`config.mk`:
```
export PLATFORM = sky130hd
export DESIGN_NAME = addr_link_top
export DESIGN_NICKNAME = d
export VERILOG_FILES = /design/src/rtl/link_pkg.sv /design/src/rtl/link_tx.sv /design/src/rtl/link_rx.sv /design/src/rtl/addr_link_top.sv
export SDC_FILE = /design/constraint.sdc
export NUM_CORES = 1
export LEC_CHECK = 0
export CAP_MARGIN = 10
export CORE_MARGIN = 4
export CORE_UTILIZATION = 60
export CTS_CLUSTER_DIAMETER = 120
export DETAILED_ROUTE_END_ITERATION = 8
export PLACE_DENSITY = 0.85
export SYNTH_ARGS = -nofsm -noshare
export SYNTH_HDL_FRONTEND = slang
export SYNTH_SLANG_ARGS = --single-unit
```
`constraint.sdc`:
```
create_clock -name clk -period 4 [get_ports clk]
set_input_delay 0.8 -clock clk [delete_from_list [all_inputs] [get_ports clk]]
set_output_delay 0.8 -clock clk [all_outputs]
set_load 0.01 [all_outputs]
```
`src/rtl/link_pkg.sv`:
```
package link_pkg;
  typedef enum logic [1:0] {
    RX_IDLE,
    RX_START,
    RX_BITS,
    RX_STOP
  } rx_state_e;

  function automatic int frame_len(input int aw, input int dw);
    return aw + dw + 2;
  endfunction
endpackage

```
`src/rtl/link_tx.sv`:
```
module link_tx #(
  parameter int AW         = 2,
  parameter int DW         = 8,
  parameter int BIT_CYCLES = 16
) (
  input  logic          clk,
  input  logic          rst_n,
  input  logic          in_valid,
  output logic          in_ready,
  input  logic [AW-1:0] in_addr,
  input  logic [DW-1:0] in_data,
  output logic          ser_out
);
  localparam int FL = link_pkg::frame_len(AW, DW);
  localparam int CW = $clog2(BIT_CYCLES);
  localparam int IW = $clog2(FL);

  logic          busy_q;
  logic [FL-1:0] shift_q;
  logic [CW-1:0] cyc_q;
  logic [IW-1:0] idx_q;
  logic          line_q;

  always_ff @(posedge clk or negedge rst_n) begin
    if (!rst_n) begin
      busy_q  <= 1'b0;
      shift_q <= '0;
      cyc_q   <= '0;
      idx_q   <= '0;
      line_q  <= 1'b1;
    end else if (!busy_q) begin
      if (in_valid) begin
        busy_q  <= 1'b1;
        shift_q <= {1'b1, in_data, in_addr, 1'b0};
        line_q  <= 1'b0;
        cyc_q   <= '0;
        idx_q   <= '0;
      end
    end else if (cyc_q == CW'(BIT_CYCLES - 1)) begin
      cyc_q <= '0;
      if (idx_q == IW'(FL - 1)) begin
        busy_q <= 1'b0;
        line_q <= 1'b1;
      end else begin
        idx_q   <= idx_q + 1'b1;
        shift_q <= {1'b1, shift_q[FL-1:1]};
        line_q  <= shift_q[1];
      end
    end else begin
      cyc_q <= cyc_q + 1'b1;
    end
  end

  assign in_ready = !busy_q;
  assign ser_out  = line_q;
endmodule

```
`src/rtl/link_rx.sv`:
```
module link_rx #(
  parameter int          AW         = 2,
  parameter int          DW         = 8,
  parameter int          BIT_CYCLES = 16,
  parameter int          ID         = 0,
  parameter logic [7:0]  EXPECT     = 8'hBB
) (
  input  logic clk,
  input  logic rst_n,
  input  logic ser_in,
  output logic hit,
  output logic accept
);
  import link_pkg::*;

  localparam int FW   = AW + DW;
  localparam int CW   = $clog2(BIT_CYCLES);
  localparam int IW   = $clog2(FW);
  localparam int HALF = BIT_CYCLES / 2;

  logic [1:0]    sync_q;
  logic          line_s;
  rx_state_e     state_q;
  logic [CW-1:0] cyc_q;
  logic [IW-1:0] idx_q;
  logic [FW-1:0] shift_q;
  logic          hit_q;
  logic          acc_q;

  assign line_s = sync_q[1];

  always_ff @(posedge clk or negedge rst_n) begin
    if (!rst_n) sync_q <= 2'b11;
    else        sync_q <= {sync_q[0], ser_in};
  end

  always_ff @(posedge clk or negedge rst_n) begin
    if (!rst_n) begin
      state_q <= RX_IDLE;
      cyc_q   <= '0;
      idx_q   <= '0;
      shift_q <= '0;
      hit_q   <= 1'b0;
      acc_q   <= 1'b0;
    end else begin
      acc_q <= 1'b0;
      case (state_q)
        RX_IDLE: begin
          cyc_q <= '0;
          if (!line_s) state_q <= RX_START;
        end
        RX_START: begin
          if (cyc_q == CW'(HALF - 1)) begin
            cyc_q   <= '0;
            idx_q   <= '0;
            state_q <= line_s ? RX_IDLE : RX_BITS;
          end else begin
            cyc_q <= cyc_q + 1'b1;
          end
        end
        RX_BITS: begin
          if (cyc_q == CW'(BIT_CYCLES - 1)) begin
            cyc_q   <= '0;
            shift_q <= {line_s, shift_q[FW-1:1]};
            if (idx_q == IW'(FW - 1)) state_q <= RX_STOP;
            else                      idx_q   <= idx_q + 1'b1;
          end else begin
            cyc_q <= cyc_q + 1'b1;
          end
        end
        RX_STOP: begin
          if (cyc_q == CW'(BIT_CYCLES - 1)) begin
            cyc_q   <= '0;
            state_q <= RX_IDLE;
            if (line_s && (shift_q[AW-1:0] == AW'(ID))) begin
              hit_q <= (shift_q[FW-1:AW] == EXPECT[DW-1:0]);
              acc_q <= 1'b1;
            end
          end else begin
            cyc_q <= cyc_q + 1'b1;
          end
        end
        default: state_q <= RX_IDLE;
      endcase
    end
  end

  assign hit    = hit_q;
  assign accept = acc_q;
endmodule

```
`src/rtl/addr_link_top.sv`:
```
module addr_link_top #(
  parameter int         AW         = 2,
  parameter int         DW         = 8,
  parameter int         BIT_CYCLES = 16,
  parameter logic [7:0] EXPECT     = 8'hBB
) (
  input  logic              clk,
  input  logic              rst_n,
  input  logic              tx_valid,
  output logic              tx_ready,
  input  logic [AW-1:0]     tx_addr,
  input  logic [DW-1:0]     tx_data,
  output logic              line_out,
  input  logic              line_in,
  output logic [(1<<AW)-1:0] match
);
  localparam int NRX       = 1 << AW;
  localparam int FRAME_LEN = link_pkg::frame_len(AW, DW);

  logic [NRX-1:0] rx_accept;

  link_tx #(.AW(AW), .DW(DW), .BIT_CYCLES(BIT_CYCLES)) u_tx (
    .clk      (clk),
    .rst_n    (rst_n),
    .in_valid (tx_valid),
    .in_ready (tx_ready),
    .in_addr  (tx_addr),
    .in_data  (tx_data),
    .ser_out  (line_out)
  );

  for (genvar g = 0; g < NRX; g++) begin : g_rx
    link_rx #(
      .AW(AW), .DW(DW), .BIT_CYCLES(BIT_CYCLES), .ID(g), .EXPECT(EXPECT)
    ) u_rx (
      .clk    (clk),
      .rst_n  (rst_n),
      .ser_in (line_in),
      .hit    (match[g]),
      .accept (rx_accept[g])
    );
  end
endmodule

```
Word level (Yosys, flattened, before mapping)
Cells that the tools add are included.
{"block": "classes", "addsub": 10, "multipliers": 0, "div": 0, "magnitude_cmp": 0, "eq_ne": 59, "shift": 0, "mux": 74, "bitwise": 0, "reduce_logical": 37}
{"op": "2-to-1 mux 4 bit", "count": 26}
{"op": "2-to-1 mux 12 bit", "count": 4}
{"op": "2-to-1 mux 2 bit", "count": 24}
{"op": "case mux 4 bit (3 select lines)", "count": 4}
{"op": "adder 4 x 1 -> 4 bit, second input constant", "count": 10}
{"op": "equality test 4 bit, second input constant", "count": 10}
{"op": "equality test 8 bit, second input constant", "count": 4}
{"op": "inequality test 2 x 1 -> 1 bit, second input constant", "count": 16}
{"op": "case mux 2 bit (4 select lines)", "count": 4}
{"op": "case mux 4 bit (2 select lines)", "count": 4}
{"op": "equality test 2 bit, second input constant", "count": 10}
{"op": "inequality test 2 bit, second input constant", "count": 10}
{"op": "AND reduction 5 bit", "count": 4}
{"op": "equality test 4 x 3 -> 1 bit, second input constant", "count": 4}
{"op": "AND reduction 4 bit", "count": 4}
{"op": "AND reduction 3 bit", "count": 5}
{"op": "equality test 2 x 1 -> 1 bit, second input constant", "count": 5}
{"op": "logical NOT 2 bit", "count": 5}
{"op": "AND reduction 2 bit", "count": 5}
{"op": "nonzero test 2 bit", "count": 5}
{"op": "2-to-1 mux 1 bit", "count": 8}
{"op": "OR reduction 2 bit", "count": 4}
{"op": "logical AND 1 bit", "count": 4}
{"op": "logical NOT 1 bit", "count": 1}
{"block": "word_totals", "ff_bits": 114, "latch_bits": 0, "ram_bits": 0, "romBits": 0, "in_bits": 14, "output_inout_bits": 6, "elab_cells": 209, "memories": 0}

Logic depth before layout (Yosys ltp)
{"block": "logic_depth", "word_depth": 4, "ltp_mapped": 7, "ltp_nobuf": 6}

Hierarchy
From an unflattened synthesis, not the netlist that was laid out.
{"block": "unflattened", "cells_unflattened": 469, "hier_area_um2": 5586.6}
{"mod": "link_rx (g_rx[1].u_rx ...)", "n_inst": 2, "cells_per_inst": 92, "area_each_um2": 1111.1, "seq_area_each_um2": 603.1}
{"mod": "link_rx (g_rx[0].u_rx)", "n_inst": 1, "cells_per_inst": 99, "area_each_um2": 1201.2, "seq_area_each_um2": 603.1}
{"mod": "link_rx (g_rx[3].u_rx)", "n_inst": 1, "cells_per_inst": 98, "area_each_um2": 1143.6, "seq_area_each_um2": 603.1}
{"mod": "link_tx", "n_inst": 1, "cells_per_inst": 88, "area_each_um2": 1019.7, "seq_area_each_um2": 526.8}

Least setup slack after synthesis
Ideal clock, no wire load.
{"block": "synth_timing", "path_kind": "input to register", "from": "input tx_valid", "to": "register u_tx.shift_q[11]", "setup_ps": 127, "arrival_ps": 1522, "required_time_ps": 3873, "slack_ps": 2351, "stages": 4, "path_buffers": 1, "cell_sequence": "buf_2 nor2_1 a21oi_1 or2_2"}
{"block": "synth_via", "elab_chain_cells": 2}
{"item": "start, declared", "line": "addr_link_top.sv:9", "source": "input logic tx_valid,"}
{"item": "nonzero test 2 bit (no line)"}
{"item": "AND reduction 3 bit (no line)"}
{"item": "end signal, assigned", "line": "link_tx.sv:34", "source": "shift_q <= {1'b1, in_data, in_addr, 1'b0};"}
{"item": "end signal, assigned", "line": "link_tx.sv:46", "source": "shift_q <= {1'b1, shift_q[FL-1:1]};"}
{"item": "end, declared", "line": "link_tx.sv:19", "source": "logic [FL-1:0] shift_q;"}
No other way between the ends.
A chain may end at the register's enable or synchronous reset.

Worst setup path in the final report
{"block": "layout_timing", "from": "register u_tx.busy_q", "to": "output tx_ready"}
{"block": "layout_via", "elab_chain_cells": 1}
{"item": "start, declared", "line": "link_tx.sv:18", "source": "logic busy_q;"}
{"item": "start signal, assigned", "line": "link_tx.sv:26", "source": "busy_q <= 1'b0;"}
{"item": "start signal, assigned", "line": "link_tx.sv:33", "source": "busy_q <= 1'b1;"}
{"item": "start signal, assigned", "line": "link_tx.sv:42", "source": "busy_q <= 1'b0;"}
{"item": "logical NOT 1 bit"}
{"item": "end, declared", "line": "addr_link_top.sv:10", "source": "output logic tx_ready,"}
No other way between the ends.

==> results_dict.tcl <==
set metrics [dict create \
    p_per_area_nw_per_um2 558 \
    min_period_ns 3.14 \
    area_growth_syn_to_layout_pct 7.36 \
    worst_ep_required_time_ns 3.20 \
    fmax_mhz 319 \
    p_leak_uw 0.00247 \
    synthFlopType "dfrtp_1" \
    num-fill-cells 644 \
    die_w_um 101 \
    vias 3620 \
    cts_sinks 107 \
    hp-start "g_rx[3].u_rx.sync_q[0]" \
    fin_skew_ns 0.0141 \
    h-tree-depth 3 \
    grt_max_degree 61 \
    die_area_um2 10300 \
    criticalPathCategory "reg2out" \
    grt_pass1_wl_um 16500 \
    crit_fanout 29 \
    synthCells 488 \
    cts_root_buffer "clkbuf_8" \
    syn-cell-area_um2 5240 \
    initial_utilization_pct 62.8 \
    die_h_um 101 \
    r2r_start "u_tx.busy_q" \
    worst_setup_path_end_kind "output pin" \
    ios 20 \
    crit_path_start "u_tx.busy_q" \
    overflow 0 \
    yosysWarningCount 0 \
    io_buffers 19 \
    synth_seq_area_share_pct 51.2 \
    worstSetupEndpoint "tx_ready" \
    synth_edf_count 0 \
    nNetsFinal 521 \
    synth_seq_cells 107 \
    setup_violations 0 \
    synth_cell_type_count 56 \
    antenna_cells 0 \
    synth-async-reset-ratio_pct 100 \
    core-area_um2 8340 \
    synth_nets 516 \
    post_cts_buffers 0 \
    cts_tree "done" \
    ant_nets 0 \
    antenna_found_initial 0 \
    avgSynthCellArea_um2 10.7 \
    grtUsageTotal_pct 19.9 \
    rsz0062_at_grt "no" \
    rows 33 \
    vias_per_cell 6.00 \
    arrival_ns 2.34 \
    clockBufferDepth 2 \
    worst_pin_slew_ns 0.840 \
    place.gp.congestion 0.838 \
    drt_first_pass_iters 5 \
    drive_gt1_share_pct 14.9 \
    place_hpwl_um 6290 \
    drv_slew 0 \
    slew_headroom_pct 44.0 \
    stdcell_area_um2 5620 \
    worstHoldPathType "reg2reg" \
    setup_tns_ns 0 \
    drc 0 \
    start_kind "register" \
    period_share_pct 78.4 \
    r2r.worst_path.cells 3 \
    drv_cap 0 \
    numCtsBuffers 9 \
    finalHoldViolations 0 \
    outcome "completed" \
    wire_per_inst_um 15.2 \
    reg2reg_to "u_tx.cyc_q[3]" \
    placed_cell_area_um2 5440 \
    clk_latency_ns 0.37 \
    cts_resized 0 \
    path_clk_slew_ns 0.10 \
    ir_drop_uv 323 \
    wl_um 9170 \
    ctsHoldBuffers 0 \
    drt_iter0_drc 170 \
    grt_pass1_vias 3662 \
    r2r_slack_ns 2.09 \
]
## layout make-up
type / count / area [µm²] / area share [%]
Clock buffer: 9 / 124 / 2.20
Inverter: 14 / 52.6 / 0.935
Sequential cell: 107 / 2680 / 47.7
Timing Repair Buffer: 21 / 215 / 3.83
Tap cell: 105 / 131 / 2.34
Clock inverter: 7 / 53.8 / 0.957
Multi-Input combinational cell: 340 / 2360 / 42.0
## sequential cells by signal, indices dropped and copies added, names as in the netlist, named ones only
register	cells
g_rx.u_rx.shift_q	40
g_rx.u_rx.idx_q	16
g_rx.u_rx.hit	4
u_tx.ser_out	1
u_tx.shift_q	11
g_rx.u_rx.cyc_q	16
u_tx.busy_q	1
g_rx.u_rx.sync_q	2
u_tx.idx_q	4
g_rx.u_rx.state_q	4
u_tx.cyc_q	4
## power by group
part | total (µW) | switching (µW) | internal, µW
combinational | 867 | 437 | 431
sequential | 1660 | 333 | 1330
clock | 607 | 376 | 231
## kinds of logic (layout without fill, tap and decap cells)
kind of cell / after synthesis / after routing / share of synthesized area [%]
and+or+nand+nor: 172 / 172 / 18.0
AOI/OAI and AO/OA: 94 / 94 / 11.7
xor gates and xnor gates: 16 / 16 / 2.68
muxes: 44 / 44 / 9.44
adders and majority gates: 14 / 14 / 3.35
DFF: 107 / 107 / 51.2
buffers and inverters: 41 / 51 / 3.66
## metal layers
layer  GRT usage (%)  wire (µm)  up-vias
met5               0          0        -
met1            26.2       4200     1787
li1                -          -     1767
met4            6.44        127        0
met2            32.7       4540       53
met3            4.48        300       13
## per-stage QoR
stage                     cells  hold slack, ns  setup WS, ns  util [%]  power (µW)
final                       603           0.363         0.865      67.4        3140
after floorplan             488           0.345          2.35         -        2330
after detailed placement    587           0.348          1.30      65.3        2540
after CTS                   603           0.367         0.865      67.4        3160
after global placement      587           0.351          1.35      65.3        2460
after global routing        603           0.374         0.691      67.4        3390
## how the worst min path moves through the flow
stage	slack, ns	cells after the start	endpoint
global route	0.37	0	g_rx[0].u_rx.sync_q[1]
detailed placement	0.35	0	g_rx[0].u_rx.sync_q[1]
floorplan	0.35	0	g_rx[0].u_rx.sync_q[1]
CTS	0.37	0	g_rx[0].u_rx.sync_q[1]
finish	0.36	0	g_rx[0].u_rx.sync_q[1]
global placement	0.35	0	g_rx[0].u_rx.sync_q[1]
## cells in the final DEF (no fill, tap or decap), types with 3 or more instances in the layout
cell type / count
mux2_2: 43
dfstp_2: 3
nand4_1: 6
dfrtp_1: 104
nand3b_1: 5
ha_1: 14
clkdlybuf4s50_1: 18
inv_1: 13
and3_1: 5
nand3_1: 27
xnor2_1: 10
nand4b_1: 12
clkbuf_8: 9
a22o_1: 5
and2_1: 3
nor2b_1: 17
a31oi_1: 16
or3_1: 4
o31ai_1: 6
o21ai_0: 24
nor3_1: 8
nor2_1: 24
o22ai_1: 3
a211oi_1: 14
nand2b_1: 5
nand2_1: 40
xor2_1: 6
a21oi_1: 12
## synth_stat cells (3+ instances only)
master    number  share of area, %
nand3_1       27               2.6
and2_1         3              0.36
mux2_2        43               9.2
clkbuf_1       9              0.65
xor2_1         6               1.0
inv_1         13              0.93
and3_1         5              0.60
nand2_1       40               2.9
buf_4          4              0.57
a22o_1         5              0.84
nand3b_1       5              0.72
xnor2_1       10               1.7
or3_1          4              0.48
dfrtp_1      104                50
ha_1          14               3.3
o22ai_1        3              0.36
dfstp_2        3               1.5
a211oi_1      14               2.0
nor2_1        24               1.7
o21ai_0       24               2.3
nand2b_1       5              0.60
nand4b_1      12               2.0
nor3_1         8              0.76
a31oi_1       16               1.9
o31ai_1        6              0.86
nand4_1        6              0.72
a21oi_1       12               1.1
nor2b_1       17               2.0
buf_2         11               1.1
## critical path: stages, from the launching register on
cell and delay [ns]:
dfrtp_1 0.90, clkinv_1 0.48, clkdlybuf4s50_1 0.59
Note: power is estimated with default switching activity, not from simulation.
